[src/rtl/pixout_wm_mon.sv]
module pixout_wm_mon #(
  parameter int LVL_W  = 9,
  parameter int LINE_W = 10,
  parameter int HI_RST = 120,
  parameter int LO_RST = 10
) (
  input  logic              clk,
  input  logic              rst_n,
  input  logic              reg_we,
  input  logic [1:0]        reg_addr,
  input  logic [31:0]       reg_wdata,
  output logic [31:0]       reg_rdata,
  input  logic [LVL_W-1:0]  fill_level,
  input  logic              pix_vld,
  input  logic              active,
  input  logic              frame_start,
  input  logic              line_start,
  input  logic [LINE_W-1:0] vs_line,
  input  logic              hs_in,
  input  logic              vs_in,
  input  logic              cs_in,
  output logic              dp_ce,
  output logic              sts_underrun,
  output logic              sts_early,
  output logic              hs_out,
  output logic              vs_out,
  output logic              cs_out
);
  localparam int CW = (LVL_W > 8 ? LVL_W : 8);
  localparam int AW = (LINE_W > 10 ? LINE_W : 10) + 1;

  logic [9:0]        thr_lines;
  logic [7:0]        thr_hi, thr_lo;
  logic              inv_hs, inv_vs, inv_cs;
  logic [LINE_W-1:0] line_cnt, cnt_nxt;
  logic [AW-1:0]     vs_x, thr_x, cnt_x, tgt;
  logic [CW-1:0]     lvl_x;
  logic              wr_thr, wr_pol, wr_sts, urun_set, early_hit, adv;

  assign wr_thr = reg_we && reg_addr == 2'd0;
  assign wr_pol = reg_we && reg_addr == 2'd1;
  assign wr_sts = reg_we && reg_addr == 2'd2;

  always_ff @(posedge clk or negedge rst_n) begin
    if (!rst_n) begin
      thr_lines <= '0;
      thr_hi    <= 8'(HI_RST);
      thr_lo    <= 8'(LO_RST);
      inv_hs    <= 1'b0;
      inv_vs    <= 1'b0;
      inv_cs    <= 1'b0;
    end else begin
      if (wr_thr) begin
        thr_lines <= reg_wdata[25:16];
        thr_hi    <= reg_wdata[15:8];
        thr_lo    <= reg_wdata[7:0];
      end
      if (wr_pol) begin
        inv_hs <= reg_wdata[2];
        inv_vs <= reg_wdata[1];
        inv_cs <= reg_wdata[0];
      end
    end
  end

  always_comb begin
    case (reg_addr)
      2'd0:    reg_rdata = {6'b0, thr_lines, thr_hi, thr_lo};
      2'd1:    reg_rdata = {29'b0, inv_hs, inv_vs, inv_cs};
      2'd2:    reg_rdata = {30'b0, sts_early, sts_underrun};
      default: reg_rdata = '0;
    endcase
  end

  assign lvl_x    = CW'(fill_level);
  assign dp_ce    = !(lvl_x > CW'(thr_hi));
  assign urun_set = pix_vld && active && (lvl_x < CW'(thr_lo));

  assign adv     = frame_start || line_start;
  assign cnt_nxt = frame_start ? '0 : line_cnt + 1'b1;
  assign vs_x    = AW'(vs_line);
  assign thr_x   = AW'(thr_lines);
  assign cnt_x   = AW'(cnt_nxt);
  assign tgt     = vs_x - thr_x;
  assign early_hit = adv && (vs_x >= thr_x) && (cnt_x == tgt);

  always_ff @(posedge clk or negedge rst_n) begin
    if (!rst_n) begin
      line_cnt     <= '0;
      sts_underrun <= 1'b0;
      sts_early    <= 1'b0;
      hs_out       <= 1'b0;
      vs_out       <= 1'b0;
      cs_out       <= 1'b0;
    end else begin
      if (adv) line_cnt <= cnt_nxt;
      sts_underrun <= urun_set  || (sts_underrun && !(wr_sts && reg_wdata[0]));
      sts_early    <= early_hit || (sts_early    && !(wr_sts && reg_wdata[1]));
      hs_out <= hs_in ^ inv_hs;
      vs_out <= vs_in ^ inv_vs;
      cs_out <= cs_in ^ inv_cs;
    end
  end
endmodule


[config.mk]
export PLATFORM = sky130hd
export DESIGN_NAME = pixout_wm_mon
export DESIGN_NICKNAME = d
export VERILOG_FILES = /design/src/rtl/pixout_wm_mon.sv
export SDC_FILE = /design/constraint.sdc
export NUM_CORES = 1
export LEC_CHECK = 0
export BUFFER_PORTS_ARGS = -buffer_cell sky130_fd_sc_hd__buf_2
export CAP_MARGIN = 20
export CORE_ASPECT_RATIO = 0.7
export CORE_MARGIN = 2
export CORE_UTILIZATION = 29
export CTS_CLUSTER_SIZE = 28
export DETAILED_ROUTE_END_ITERATION = 6
export MAX_ROUTING_LAYER = met4
export PLACE_DENSITY = 0.6
export SLEW_MARGIN = 25
export SYNTH_ARGS = -nofsm -noshare
export SYNTH_HDL_FRONTEND = slang
export SYNTH_SLANG_ARGS = --single-unit
[constraint.sdc]
create_clock -name clk -period 3.1 [get_ports clk]
set_input_delay 0.62 -clock clk [delete_from_list [all_inputs] [get_ports clk]]
set_output_delay 0.62 -clock clk [all_outputs]
set_load 0.01 [all_outputs]
* Word-level counts from Yosys, hierarchy flattened
Index checks and enable logic that the tools add are counted.
** Storage, ports and cells
- Register bits :: 44
- Logic and storage cells :: 43
- Output and inout port bits :: 38
** Cells by class
- Reduce and logical (&&, ||, !) cells :: 18
- Add/subtract/negate cells :: 2
- Equality and inequality tests :: 3
- Multiplexer cells :: 2
- $lt $le $gt $ge :: 3
- Bitwise gates (word level) :: 3
** Operator list (number)
- 26-bit one-hot mux with 3 select lines :: 1
- 10-bit by 11-bit equality test with 1-bit output :: 1
- 1-bit logical AND :: 11
- 10-bit by 10-bit subtractor with 11-bit output :: 1
- 10-bit by 1-bit adder with 10-bit output (second input constant) :: 1
- 10-bit greater-or-equal comparator :: 1
- 10-bit two-way mux :: 1
- 9-bit by 8-bit > comparator with 1-bit output :: 1
- 9-bit by 8-bit less-than comparator with 1-bit output :: 1
- 1-bit logical NOT :: 3
- 1-bit logical OR :: 3
- 1-bit bitwise XOR :: 3
- 2-bit by 1-bit equality test with 1-bit output (second input constant) :: 1
- 2-bit equality test (second input constant) :: 1
- 2-bit logical NOT :: 1

* Longest topological paths before layout
- Depth after elaboration :: 6
- Mapped depth :: 11
- Depth with buffers taken out :: 11

* Worst setup path after synthesis
OpenSTA, ideal clock, no wires.
- Kind :: input to output
- Start :: in fill_level[1]
- End :: out dp_ce
- Data required time :: 2.480 ns
- Stages :: 8
- Buffers on the path :: 0
- Data arrival time :: 1.938 ns
- Setup slack :: 0.542 ns
- Path through :: ha_1 nor2b_1 o21a_1 o21a_1 o21a_1 o21a_1 o21ai_0 o2bb2ai_1
** Between the ends
- Cells in the longest elaborated chain, start to end :: 2
** RTL lines
- from (decl) :: RTL line 13 : input logic [LVL_W-1:0] fill_level,
- 9-bit by 8-bit > comparator with 1-bit output :: RTL line 76 : assign dp_ce = !(lvl_x > CW'(thr_hi));
- 1-bit logical NOT :: RTL line 76
- to (decl) :: RTL line 22 : output logic dp_ce,
No other way between the ends.

* Worst setup path in the final report
Same ends and word-level chain as after synthesis.

==> results.md <==
- Clock transition at the registers of the reported paths: approximately 60 ps
- Cell count after synthesis: between 300 and 400
- Placed insts: between 500 and 600
- Die X: 128 µm
- Worst slew pin tran: a little under 600 ps
- Vias in the first global route: approximately 2700
- Wirelength per Cell: 14.0 µm
- Initial core utilization: around 30%
- Final setup vio count: 0
- Yosys top cell area share: around 30%
- Vias per cell: roughly 4.7
- Max_slew headroom: between 60% and 70%
- Post-Route WL: between 8000 and 9000 µm
- Syn_area_per_cell: 8.63 µm²
- Post-CTS setup buffer count: 0
- RR Endpoint: sts_early$_DFF_PN0_
- Filler Cell Count: 1072
- Crit share post-route: approximately nine tenths
- Share of cells above drive strength 1: 25.7%
- Worst setup SP type: primary input
- Top cells by count, synth: dfrtp_1, nand2_1, o21ai_0, inv_1
- Area of the multi-input gates: approximately 0.0018 mm²
- Worst skew pair latency: around 290 ps
- Largest net degree at the start of global routing: 45
- Root Buffer: clkbuf_16
- Drt first pass iters: 4
- Pwr Total: 1.95 mW
- Max VDD drop: 0.216 mV
- Number of synthesized flops with an enable pin: 0
- Setup Crit Path Kind: primary input to primary output
- Clock skew: 7.24 ps
- Crit end category: primary output
- Area Growth Syn to Fin: 22.2%
- Netlist cell types: 48
- Synth Cell Area: between 0.003 and 0.004 mm²
- Arrival time of the worst setup path: about 2200 ps
- RSZ-0062 raised after global routing: no
- Post-DP HPWL: approximately 6300 µm
- YS warnings: 0
- F_max: between 300 and 400 MHz
- Antenna violations before repair: 0
- TritonCTS buffer count: 5
- Outcome: finished, final reports clean
- Pwr Density: between 500 and 600 mW/mm²
- Total congestion overflow: 0
- Main synth FF type: dfrtp_1
- Fin crit period: roughly 2800 ps
- Post-synth top area cell: dfrtp_1
- Reg2Reg Setup Slack: ~580 ps
- All-Layer GR Usage: 15.1%
- Leakage: 1.78 nW
- Rows: 31
- Post-Layout Cell Count: roughly 570
- FF/Latch Area: between 0.001 and 0.0015 mm²
- DRC: 0
- Fin. max-slew vios: 0
- Via count: 2675
- ANT cells: 0
- Die span in y: 90.5 µm
- Resized cells post-CTS: 0
- Max-cap violations: 0
- Clock buffer depth: 2
- CTS H-tree depth: 2
- I/O pins: approximately 100
- Final hold vios: 0
- Worst reg2reg path depth: 9
- I/O Buffers: just under 90
- Area after DPL: 0.00362 mm²
- Min-delay worst type: primary input to async pin
- Setup TNS: 0 ps
- Die area: ~0.012 mm²
- R2R Path Start: thr_lines[0]$_DFFE_PN0P_
- CP max FO: 2
- Post-synthesis sequential area ratio: 35.8%
- Hold_buf cts: 0
- Post-route ant nets: 0
- WHS: roughly 300 ps
- CP Data Required Time: 2480 ps
- GPL Wtd Cong: approximately 0.86
- First-pass GRT wire length: between 10000 and 15000 µm
- Synth top area cells: dfrtp_1, ha_1, xor2_1, o21ai_0, dfstp_2
- Nets: approximately 530
- Drt first-iter violations: about 170
- CTS tree: done
- #FFs+latches synth: 44
- Core area: slightly above 0.01 mm²
- Final Cell Area: ~0.0038 mm²
- Async set-reset flop share out of synthesis: 100%
- Clock sink count: 44
[metal layers]
| layer | up-vias | track usage [%] | share of wire [%] |
|---|---|---|---|
| met3 | 6 | 3.61 | 5.8 |
| li1 | 1375 | - | - |
| met1 | 1233 | 21.5 | 52 |
| met4 | 0 | 3.94 | 1.0 |
| met5 | - | - | 0 |
| met2 | 61 | 21.4 | 41 |
[per-stage QoR]
stage / setup slack [ps] / utilization, %
finish: 268 / 36.5
global route: 147 / 36.5
CTS: 265 / 36.5
detailed placement: 198 / 34.9
global placement: 254 / 34.9
floorplan: 542 / -
[cell families after synthesis]
kind of cell / Yosys count / share of synthesized area [%]
AND/OR/NAND/NOR: 122 / 19.0
other: 1 / 0.121
AO/OA/AOI/OAI: 70 / 13.5
multiplexers: 10 / 3.47
buffers and inverters: 53 / 7.43
XOR/XNOR: 32 / 9.49
adder cells (fa/ha/maj): 27 / 11.2
flip-flops: 44 / 35.8
[registers in the layout (all words and copies together) (netlist names)]
signal	cells
cs_out	1
hs_out	1
inv_cs	1
inv_hs	1
inv_vs	1
line_cnt	10
sts_early	1
sts_underrun	1
thr_hi	8
thr_lines	10
thr_lo	8
vs_out	1
[worst max-delay path, stage by stage]
cell and delay [ps]:
buf_2 110, ha_1 290, nor2b_1 130, o21a_1 160, o21a_1 160, o21a_1 170, o21a_1 160, o21ai_0 140
o2bb2ai_1 130, buf_2 140
[cells in the final DEF (no fill, tap or decap), types with 4 or more instances in the layout]
| master | n |
|---|---|
| ha_1 | 26 |
| dfrtp_1 | 38 |
| o21a_1 | 4 |
| nand4_1 | 7 |
| and2_1 | 4 |
| nand3_1 | 6 |
| xnor2_1 | 8 |
| conb_1 | 6 |
| clkbuf_16 | 5 |
| a21oi_1 | 13 |
| inv_1 | 30 |
| o21ai_0 | 36 |
| dfstp_2 | 6 |
| buf_2 | 87 |
| nor2_1 | 23 |
| xor2_1 | 23 |
| mux2_2 | 6 |
| nand2_1 | 38 |
| nor3_1 | 26 |
| mux2i_1 | 4 |
[power breakdown]
part           leakage [nW]  internal, mW  total (mW)  switching [mW]
clock                0.0808         0.379       0.606           0.227
sequential            0.541         0.664       0.701          0.0371
combinational          1.16         0.273       0.639           0.366
total                  1.78          1.32        1.95           0.630
[cell type report]
type	count	area share, %
Timing Repair Buffer	90	12.1
Clock buffer	6	3.40
Multi-Input combinational cell	267	46.9
Inverter	30	2.98
Sequential cell	44	29.3
Tap cell	132	4.36
Clock inverter	2	0.926
[worst max-delay path by stage]
stage / depth (start not counted) / from / slack, ps / end
global route: 10 / thr_hi[1]$_DFFE_PN0P_ / 150 / dp_ce
finish: 10 / fill_level[1] / 270 / dp_ce
floorplan: 8 / fill_level[1] / 540 / dp_ce
CTS: 10 / fill_level[1] / 270 / dp_ce
global placement: 10 / fill_level[1] / 250 / dp_ce
detailed placement: 11 / vs_line[0] / 200 / sts_early$_DFF_PN0_
Note: power is estimated with default switching activity, not from simulation.
